[config.mk]
export PLATFORM = sky130hd
export DESIGN_NAME = ptw_top
export DESIGN_NICKNAME = d
export VERILOG_FILES = /design/src/rtl/ptw_pkg.sv /design/src/rtl/ptw_base_reg.sv /design/src/rtl/ptw_perm_check.sv /design/src/rtl/ptw_walk_fsm.sv /design/src/rtl/ptw_top.sv
export SDC_FILE = /design/constraint.sdc
export NUM_CORES = 1
export LEC_CHECK = 0
export BUFFER_PORTS_ARGS = -buffer_cell sky130_fd_sc_hd__buf_2
export CAP_MARGIN = 20
export CORE_ASPECT_RATIO = 1.4
export CORE_MARGIN = 1
export CORE_UTILIZATION = 46
export CTS_CLUSTER_SIZE = 24
export DETAILED_ROUTE_END_ITERATION = 10
export PLACE_DENSITY = 0.76
export SETUP_SLACK_MARGIN = 0.3
export SLEW_MARGIN = 10
export SYNTH_ARGS = -nofsm -noshare
export SYNTH_HDL_FRONTEND = slang
export SYNTH_SLANG_ARGS = --single-unit
[constraint.sdc]
create_clock -name clk -period 5.25 [get_ports clk]
set_clock_uncertainty 0.15 [all_clocks]
set_input_delay 1.05 -clock clk [delete_from_list [all_inputs] [get_ports clk]]
set_output_delay 1.05 -clock clk [all_outputs]
set_load 0.05 [all_outputs]
[src/rtl/ptw_pkg.sv]
package ptw_pkg;
  localparam int BIT_V = 0;
  localparam int BIT_R = 1;
  localparam int BIT_W = 2;
  localparam int BIT_X = 3;
  localparam int BIT_D = 4;

  typedef enum logic [1:0] {
    ACC_LOAD  = 2'd0,
    ACC_STORE = 2'd1,
    ACC_FETCH = 2'd2,
    ACC_RSVD  = 2'd3
  } acc_e;

  typedef enum logic [2:0] {
    ST_IDLE, ST_DIR, ST_TBL, ST_MARK, ST_DONE
  } walk_st_e;

  localparam logic KIND_ABSENT = 1'b0;
  localparam logic KIND_PERM   = 1'b1;
endpackage

[src/rtl/ptw_base_reg.sv]
module ptw_base_reg #(
  parameter int W = 32
) (
  input  logic         clk,
  input  logic         rst_n,
  input  logic         we,
  input  logic [W-1:0] d,
  output logic [W-1:0] q
);
  always_ff @(posedge clk or negedge rst_n) begin
    if (!rst_n)  q <= '0;
    else if (we) q <= d;
  end
endmodule

[src/rtl/ptw_perm_check.sv]
module ptw_perm_check
  import ptw_pkg::*;
(
  input  logic [1:0] acc,
  input  logic       can_r,
  input  logic       can_w,
  input  logic       can_x,
  output logic       allowed
);
  always_comb begin
    unique case (acc)
      ACC_LOAD:  allowed = can_r;
      ACC_STORE: allowed = can_w;
      ACC_FETCH: allowed = can_x;
      default:   allowed = 1'b0;
    endcase
  end
endmodule

[src/rtl/ptw_walk_fsm.sv]
module ptw_walk_fsm
  import ptw_pkg::*;
#(
  parameter int VA_W  = 32,
  parameter int PA_W  = 32,
  parameter int ENT_W = 32,
  parameter int DIR_W = 10,
  parameter int TBL_W = 10,
  parameter int OFF_W = 12
) (
  input  logic             clk,
  input  logic             rst_n,
  input  logic [PA_W-1:0]  base,
  input  logic             req_valid,
  output logic             req_ready,
  input  logic [VA_W-1:0]  req_va,
  input  logic [1:0]       req_acc,
  output logic             rsp_valid,
  output logic             rsp_fault,
  output logic             rsp_kind,
  output logic [PA_W-1:0]  rsp_pa,
  output logic [VA_W-1:0]  rsp_va,
  output logic             mem_req,
  output logic             mem_we,
  output logic [PA_W-1:0]  mem_addr,
  output logic [ENT_W-1:0] mem_wdata,
  input  logic             mem_ack,
  input  logic [ENT_W-1:0] mem_rdata
);
  localparam int FRM_W = PA_W - OFF_W;
  localparam int DPAD  = PA_W - DIR_W - 2;
  localparam int TPAD  = PA_W - TBL_W - 2;

  walk_st_e         st_q, st_n;
  logic [VA_W-1:0]  va_q, va_n;
  logic [1:0]       acc_q, acc_n;
  logic [PA_W-1:0]  addr_q, addr_n;
  logic [ENT_W-1:0] ent_q, ent_n;
  logic [PA_W-1:0]  pa_q, pa_n;
  logic             flt_q, flt_n;
  logic             kind_q, kind_n;
  logic             allowed;

  ptw_perm_check u_perm (
    .acc     (acc_q),
    .can_r   (mem_rdata[BIT_R]),
    .can_w   (mem_rdata[BIT_W]),
    .can_x   (mem_rdata[BIT_X]),
    .allowed (allowed)
  );

  always_comb begin
    st_n   = st_q;
    va_n   = va_q;
    acc_n  = acc_q;
    addr_n = addr_q;
    ent_n  = ent_q;
    pa_n   = pa_q;
    flt_n  = flt_q;
    kind_n = kind_q;
    unique case (st_q)
      ST_IDLE: if (req_valid) begin
        va_n   = req_va;
        acc_n  = req_acc;
        flt_n  = 1'b0;
        addr_n = base + {{DPAD{1'b0}}, req_va[VA_W-1 -: DIR_W], 2'b00};
        st_n   = ST_DIR;
      end
      ST_DIR: if (mem_ack) begin
        if (!mem_rdata[BIT_V]) begin
          flt_n  = 1'b1;
          kind_n = KIND_ABSENT;
          st_n   = ST_DONE;
        end else begin
          addr_n = {mem_rdata[ENT_W-1 -: FRM_W], {OFF_W{1'b0}}}
                 + {{TPAD{1'b0}}, va_q[OFF_W +: TBL_W], 2'b00};
          st_n   = ST_TBL;
        end
      end
      ST_TBL: if (mem_ack) begin
        ent_n = mem_rdata;
        if (!mem_rdata[BIT_V]) begin
          flt_n  = 1'b1;
          kind_n = KIND_ABSENT;
          st_n   = ST_DONE;
        end else if (!allowed) begin
          flt_n  = 1'b1;
          kind_n = KIND_PERM;
          st_n   = ST_DONE;
        end else begin
          pa_n = {mem_rdata[ENT_W-1 -: FRM_W], va_q[OFF_W-1:0]};
          st_n = (acc_q == ACC_STORE && !mem_rdata[BIT_D]) ? ST_MARK : ST_DONE;
        end
      end
      ST_MARK: if (mem_ack) st_n = ST_DONE;
      ST_DONE: st_n = ST_IDLE;
      default: st_n = ST_IDLE;
    endcase
  end

  always_ff @(posedge clk or negedge rst_n) begin
    if (!rst_n) begin
      st_q   <= ST_IDLE;
      va_q   <= '0;
      acc_q  <= '0;
      addr_q <= '0;
      ent_q  <= '0;
      pa_q   <= '0;
      flt_q  <= 1'b0;
      kind_q <= 1'b0;
    end else begin
      st_q   <= st_n;
      va_q   <= va_n;
      acc_q  <= acc_n;
      addr_q <= addr_n;
      ent_q  <= ent_n;
      pa_q   <= pa_n;
      flt_q  <= flt_n;
      kind_q <= kind_n;
    end
  end

  assign req_ready = (st_q == ST_IDLE);
  assign rsp_valid = (st_q == ST_DONE);
  assign rsp_fault = flt_q;
  assign rsp_kind  = kind_q;
  assign rsp_pa    = pa_q;
  assign rsp_va    = va_q;
  assign mem_req   = (st_q == ST_DIR) || (st_q == ST_TBL) || (st_q == ST_MARK);
  assign mem_we    = (st_q == ST_MARK);
  assign mem_addr  = addr_q;
  assign mem_wdata = ent_q | (ENT_W'(1) << BIT_D);
endmodule

[src/rtl/ptw_top.sv]
module ptw_top #(
  parameter int VA_W  = 32,
  parameter int PA_W  = 32,
  parameter int ENT_W = 32,
  parameter int DIR_W = 10,
  parameter int TBL_W = 10,
  parameter int OFF_W = 12
) (
  input  logic             clk,
  input  logic             rst_n,
  input  logic             base_we,
  input  logic [PA_W-1:0]  base_wdata,
  input  logic             req_valid,
  output logic             req_ready,
  input  logic [VA_W-1:0]  req_va,
  input  logic [1:0]       req_acc,
  output logic             rsp_valid,
  output logic             rsp_fault,
  output logic             rsp_kind,
  output logic [PA_W-1:0]  rsp_pa,
  output logic [VA_W-1:0]  rsp_va,
  output logic             mem_req,
  output logic             mem_we,
  output logic [PA_W-1:0]  mem_addr,
  output logic [ENT_W-1:0] mem_wdata,
  input  logic             mem_ack,
  input  logic [ENT_W-1:0] mem_rdata
);
  logic [1:0]      rst_sync;
  logic            rst_n_i;
  logic [PA_W-1:0] base;

  always_ff @(posedge clk or negedge rst_n) begin
    if (!rst_n) rst_sync <= 2'b00;
    else        rst_sync <= {rst_sync[0], 1'b1};
  end
  assign rst_n_i = rst_sync[1];

  ptw_base_reg #(.W(PA_W)) u_base (
    .clk (clk), .rst_n (rst_n_i), .we (base_we), .d (base_wdata), .q (base)
  );

  ptw_walk_fsm #(
    .VA_W(VA_W), .PA_W(PA_W), .ENT_W(ENT_W),
    .DIR_W(DIR_W), .TBL_W(TBL_W), .OFF_W(OFF_W)
  ) u_walk (
    .clk       (clk),
    .rst_n     (rst_n_i),
    .base      (base),
    .req_valid (req_valid),
    .req_ready (req_ready),
    .req_va    (req_va),
    .req_acc   (req_acc),
    .rsp_valid (rsp_valid),
    .rsp_fault (rsp_fault),
    .rsp_kind  (rsp_kind),
    .rsp_pa    (rsp_pa),
    .rsp_va    (rsp_va),
    .mem_req   (mem_req),
    .mem_we    (mem_we),
    .mem_addr  (mem_addr),
    .mem_wdata (mem_wdata),
    .mem_ack   (mem_ack),
    .mem_rdata (mem_rdata)
  );
endmodule

==> impl_metrics.sql <==
INSERT INTO impl_metrics (metric_group, metric, value, unit) VALUES
('status', 'outcome', 'completed', ''),
('layout', 'drive_above_1_share', '41.6', '%'),
('floorplanning', 'io_pins', '237', ''),
('floorplanning', 'die_width', '109', 'µm'),
('global_route', 'first_pass_grt_wire_length', '29.8', 'mm'),
('clock_tree', 'tritoncts', 'built', ''),
('power_and_ir_drop', 'p_leak', '4.74', 'nW'),
('synthesis', 'post_synthesis_share_of_cell_area_spent_on_xor_and_xnor_gates', '2.84', '%'),
('clock_tree', 'clock_tree.buffer_depth', '2', ''),
('route', 'routed_wl_met2', '9.63', 'mm'),
('route', 'routed_via_density', '5.26', ''),
('clock_tree', 'clock_tree.htree_level_count', '4', ''),
('route', 'drt_met1_wl', '7.37', 'mm'),
('layout', 'num-nets-final', '1003', ''),
('route', 'post-route-drc-count', '0', ''),
('synthesis', 'async_reset_ff_share', '100', '%'),
('synthesis', 'yosysWarnings', '0', ''),
('hold_path', 'holdPathEnd', 'rst_sync[1]', ''),
('floorplanning', 'initial_utilization', '47.2', '%'),
('route', 'first_pass_iters', '5', ''),
('sta', 'hold_violations', '0', ''),
('sta', 'number_of_failing_setup_endpoints_in_the_final_timing_report', '0', ''),
('synthesis', 'postSynthAreaPerCell', '11.1', 'µm²'),
('synthesis', 'synthesis.instances', '666', ''),
('worst_setup_path', 'timing.critical_path.fanout_max', '9', ''),
('hold_path', 'holdCritStartpoint', 'rst_sync[0]', ''),
('global_route', 'overflow', '0', ''),
('floorplanning', 'core_region_area', '15700', 'µm²'),
('placement', 'port_buffers', '235', ''),
('route', 'antenna_left', '0', ''),
('worst_setup_path', 'crit_required', '5.36', 'ns'),
('route', 'met3_wirelength', '1.05', 'mm'),
('worst_setup_path', 'critical_path_cell_count', '10', ''),
('power_and_ir_drop', 'power.ir.vdd_worst', '493', 'µV'),
('synthesis', 'ys.flop_type', 'dfrtp_1', ''),
('worst_setup_path', 'timing_worst_setup_path_type', 'in2reg', ''),
('sta', 'relSlewSlack', '33.2', '%'),
('worst_setup_path', 'r2r_setup_slack', '2.39', 'ns'),
('route', 'vias', '5774', ''),
('clock_tree', 'clock_sink_total', '168', ''),
('route', 'detail_route.wl_per_cell', '17.1', 'µm'),
('worst_setup_path', 'cp_endpoint_kind', 'flip-flop', ''),
('global_route', 'grt_pass1_vias', '5718', ''),
('synthesis', 'synthMuxAreaShare', '14.7', '%'),
('synthesis', 'post_synthesis_sequential_element_count', '168', ''),
('worst_setup_path', 'timing.critical_path.slowest_cell_delay', '0.43', 'ns'),
('route', 'detailed_route_wl', '18.8', 'mm'),
('synthesis', 'synth.lib_cells_used.distinct', '44', ''),
('clock_tree', 'postCtsHoldBufs', '0', ''),
('global_route', 'grt_max_degree', '72', ''),
('layout', 'seqCellArea', '4210', 'µm²'),
('clock_tree', 'cts_buf_count', '17', ''),
('worst_setup_path', 'path_delay_family', 'simple AND/OR/NAND/NOR gates', ''),
('worst_setup_path', 'reg2reg_from', 'u_walk.st_q[0]', ''),
('worst_setup_path', 'worstSetupStartpoint', 'req_va[22]', ''),
('layout', 'fillers', '1361', ''),
('sta', 'final.period_utilization', '58.6', '%'),
('route', 'dr.first_iter.drc_count', '329', ''),
('worst_setup_path', 'arrival', '3.19', 'ns'),
('worst_setup_path', 'rr_endpoint', 'u_walk.mem_addr[26]', ''),
('floorplanning', 'number_of_cell_rows', '54', ''),
('worst_setup_path', 'r2r.worst_path.cells', '7', ''),
('synthesis', 'seq_area_frac_synth', '56.9', '%'),
('power_and_ir_drop', 'ratio_of_total_power_to_cell_area', '730', 'nW/µm²'),
('sta', 'finalSetupTns', '0', 'ns'),
('worst_setup_path', 'cp.buffers_inverters', '1', ''),
('synthesis', 'synth_top_family_by_area', 'multiplexers', ''),
('placement', 'place_congestion', '0.869', ''),
('hold_path', 'hold_class', 'reg2reg', ''),
('synthesis', 'synth-simple-area-share', '13.4', '%'),
('sta', 'grt_setup_unrepaired', 'no', '');
## cells in the mapped netlist, types with 2 or more instances
| library cell | instances | area [µm²] |
|---|---|---|
| a211oi_1 | 3 | 22.5 |
| a21o_1 | 3 | 22.5 |
| a21oi_1 | 36 | 180 |
| a22oi_1 | 2 | 15.0 |
| a31oi_1 | 3 | 18.8 |
| and2_1 | 3 | 18.8 |
| and3_1 | 19 | 119 |
| buf_1 | 4 | 15.0 |
| buf_2 | 13 | 65.1 |
| buf_4 | 5 | 37.5 |
| clkbuf_1 | 16 | 60.1 |
| dfrtp_1 | 168 | 4200 |
| ha_1 | 10 | 125 |
| inv_1 | 2 | 7.51 |
| mux2_2 | 94 | 1060 |
| mux2i_1 | 2 | 20.0 |
| nand2_1 | 136 | 510 |
| nand2b_1 | 3 | 18.8 |
| nand3_1 | 14 | 70.1 |
| nand4_1 | 5 | 31.3 |
| nor2_1 | 34 | 128 |
| nor2b_1 | 2 | 12.5 |
| nor3_1 | 7 | 35.0 |
| o2111ai_1 | 3 | 26.3 |
| o211ai_1 | 5 | 37.5 |
| o21a_1 | 2 | 15.0 |
| o21ai_0 | 22 | 110 |
| o22ai_1 | 12 | 75.1 |
| xnor2_1 | 8 | 70.1 |
| xor2_1 | 16 | 140 |
## per-layer routing
metal | vias to the layer above | GRT usage (%)
met2 | 199 | 39.4
li1 | 2735 | -
met5 | - | 0
met3 | 43 | 5.32
met4 | 0 | 11.1
met1 | 2797 | 29.1
## through the flow
step | instances | power, W | worst slack (ns) | util, % | cell area (µm²)
4_1_cts | 1098 | 0.00685 | 2.26 | 59.3 | 9290
3_3_place_gp | 1066 | 0.00550 | 1.84 | 55.5 | 8700
6_report | 1098 | 0.00679 | 2.17 | 59.3 | 9290
5_1_grt | 1098 | 0.00715 | 1.95 | 59.3 | 9290
3_5_place_dp | 1066 | 0.00558 | 1.82 | 55.5 | 8700
2_1_floorplan | 667 | 0.00470 | 2.24 | - | 7400
## registers in the layout, indices dropped and copies added, names as in the netlist
name and flops:
rst_sync 2, u_base.q 32, u_walk.acc_q 2, u_walk.ent_q 31, u_walk.mem_addr 32, u_walk.rsp_fault 1
u_walk.rsp_kind 1, u_walk.rsp_pa 32, u_walk.rsp_va 32, u_walk.st_q 3
## cell type report
class	instances	share of cell area, %
sequential	168	45.3
clock inverter	15	1.78
inverter	2	0.0808
timing repair buffer	243	13.3
clock buffer	17	4.58
multi-input combinational	457	32.3
tap	196	2.64
## cells in the final DEF (no fill, tap or decap), types with 8 or more instances in the layout
cell       Yosys  routed
ha_1          10      10
nor2_1        34      34
clkbuf_16      0      17
a21oi_1       36      36
nand3_1       14      14
xor2_1        16      16
buf_4          5       8
nand2_1      136     135
o22ai_1       12      12
dfrtp_1      168     167
o21ai_0       22      22
and3_1        19      19
xnor2_1        8       8
mux2_2        94      94
buf_2         13     235
## cell families (layout without fill, tap and decap cells)
family / count (synthesis) / in the layout
other: 1 / 2
muxes: 97 / 97
AOI/OAI and AO/OA: 94 / 94
DFF: 168 / 168
adders and majority gates: 11 / 11
and+or+nand+nor: 229 / 229
xor gates and xnor gates: 24 / 24
buffers and inverters: 42 / 277
## power breakdown
group	total, W	switching, W	internal (W)
clock	0.00124	0.000534	0.000711
sequential	0.00210	0.000315	0.00178
combinational	0.00345	0.00258	0.000862
## worst max-delay path by stage
stage / endpoint / slack (ns)
floorplan: req_ready / 2.24
global placement: u_walk.mem_addr[16] / 1.84
detailed placement: u_walk.mem_addr[16] / 1.82
CTS: u_walk.mem_addr[16] / 2.26
global route: u_walk.mem_addr[26] / 1.95
finish: u_walk.mem_addr[16] / 2.17
No activity file was read; power rests on OpenSTA's default activity.
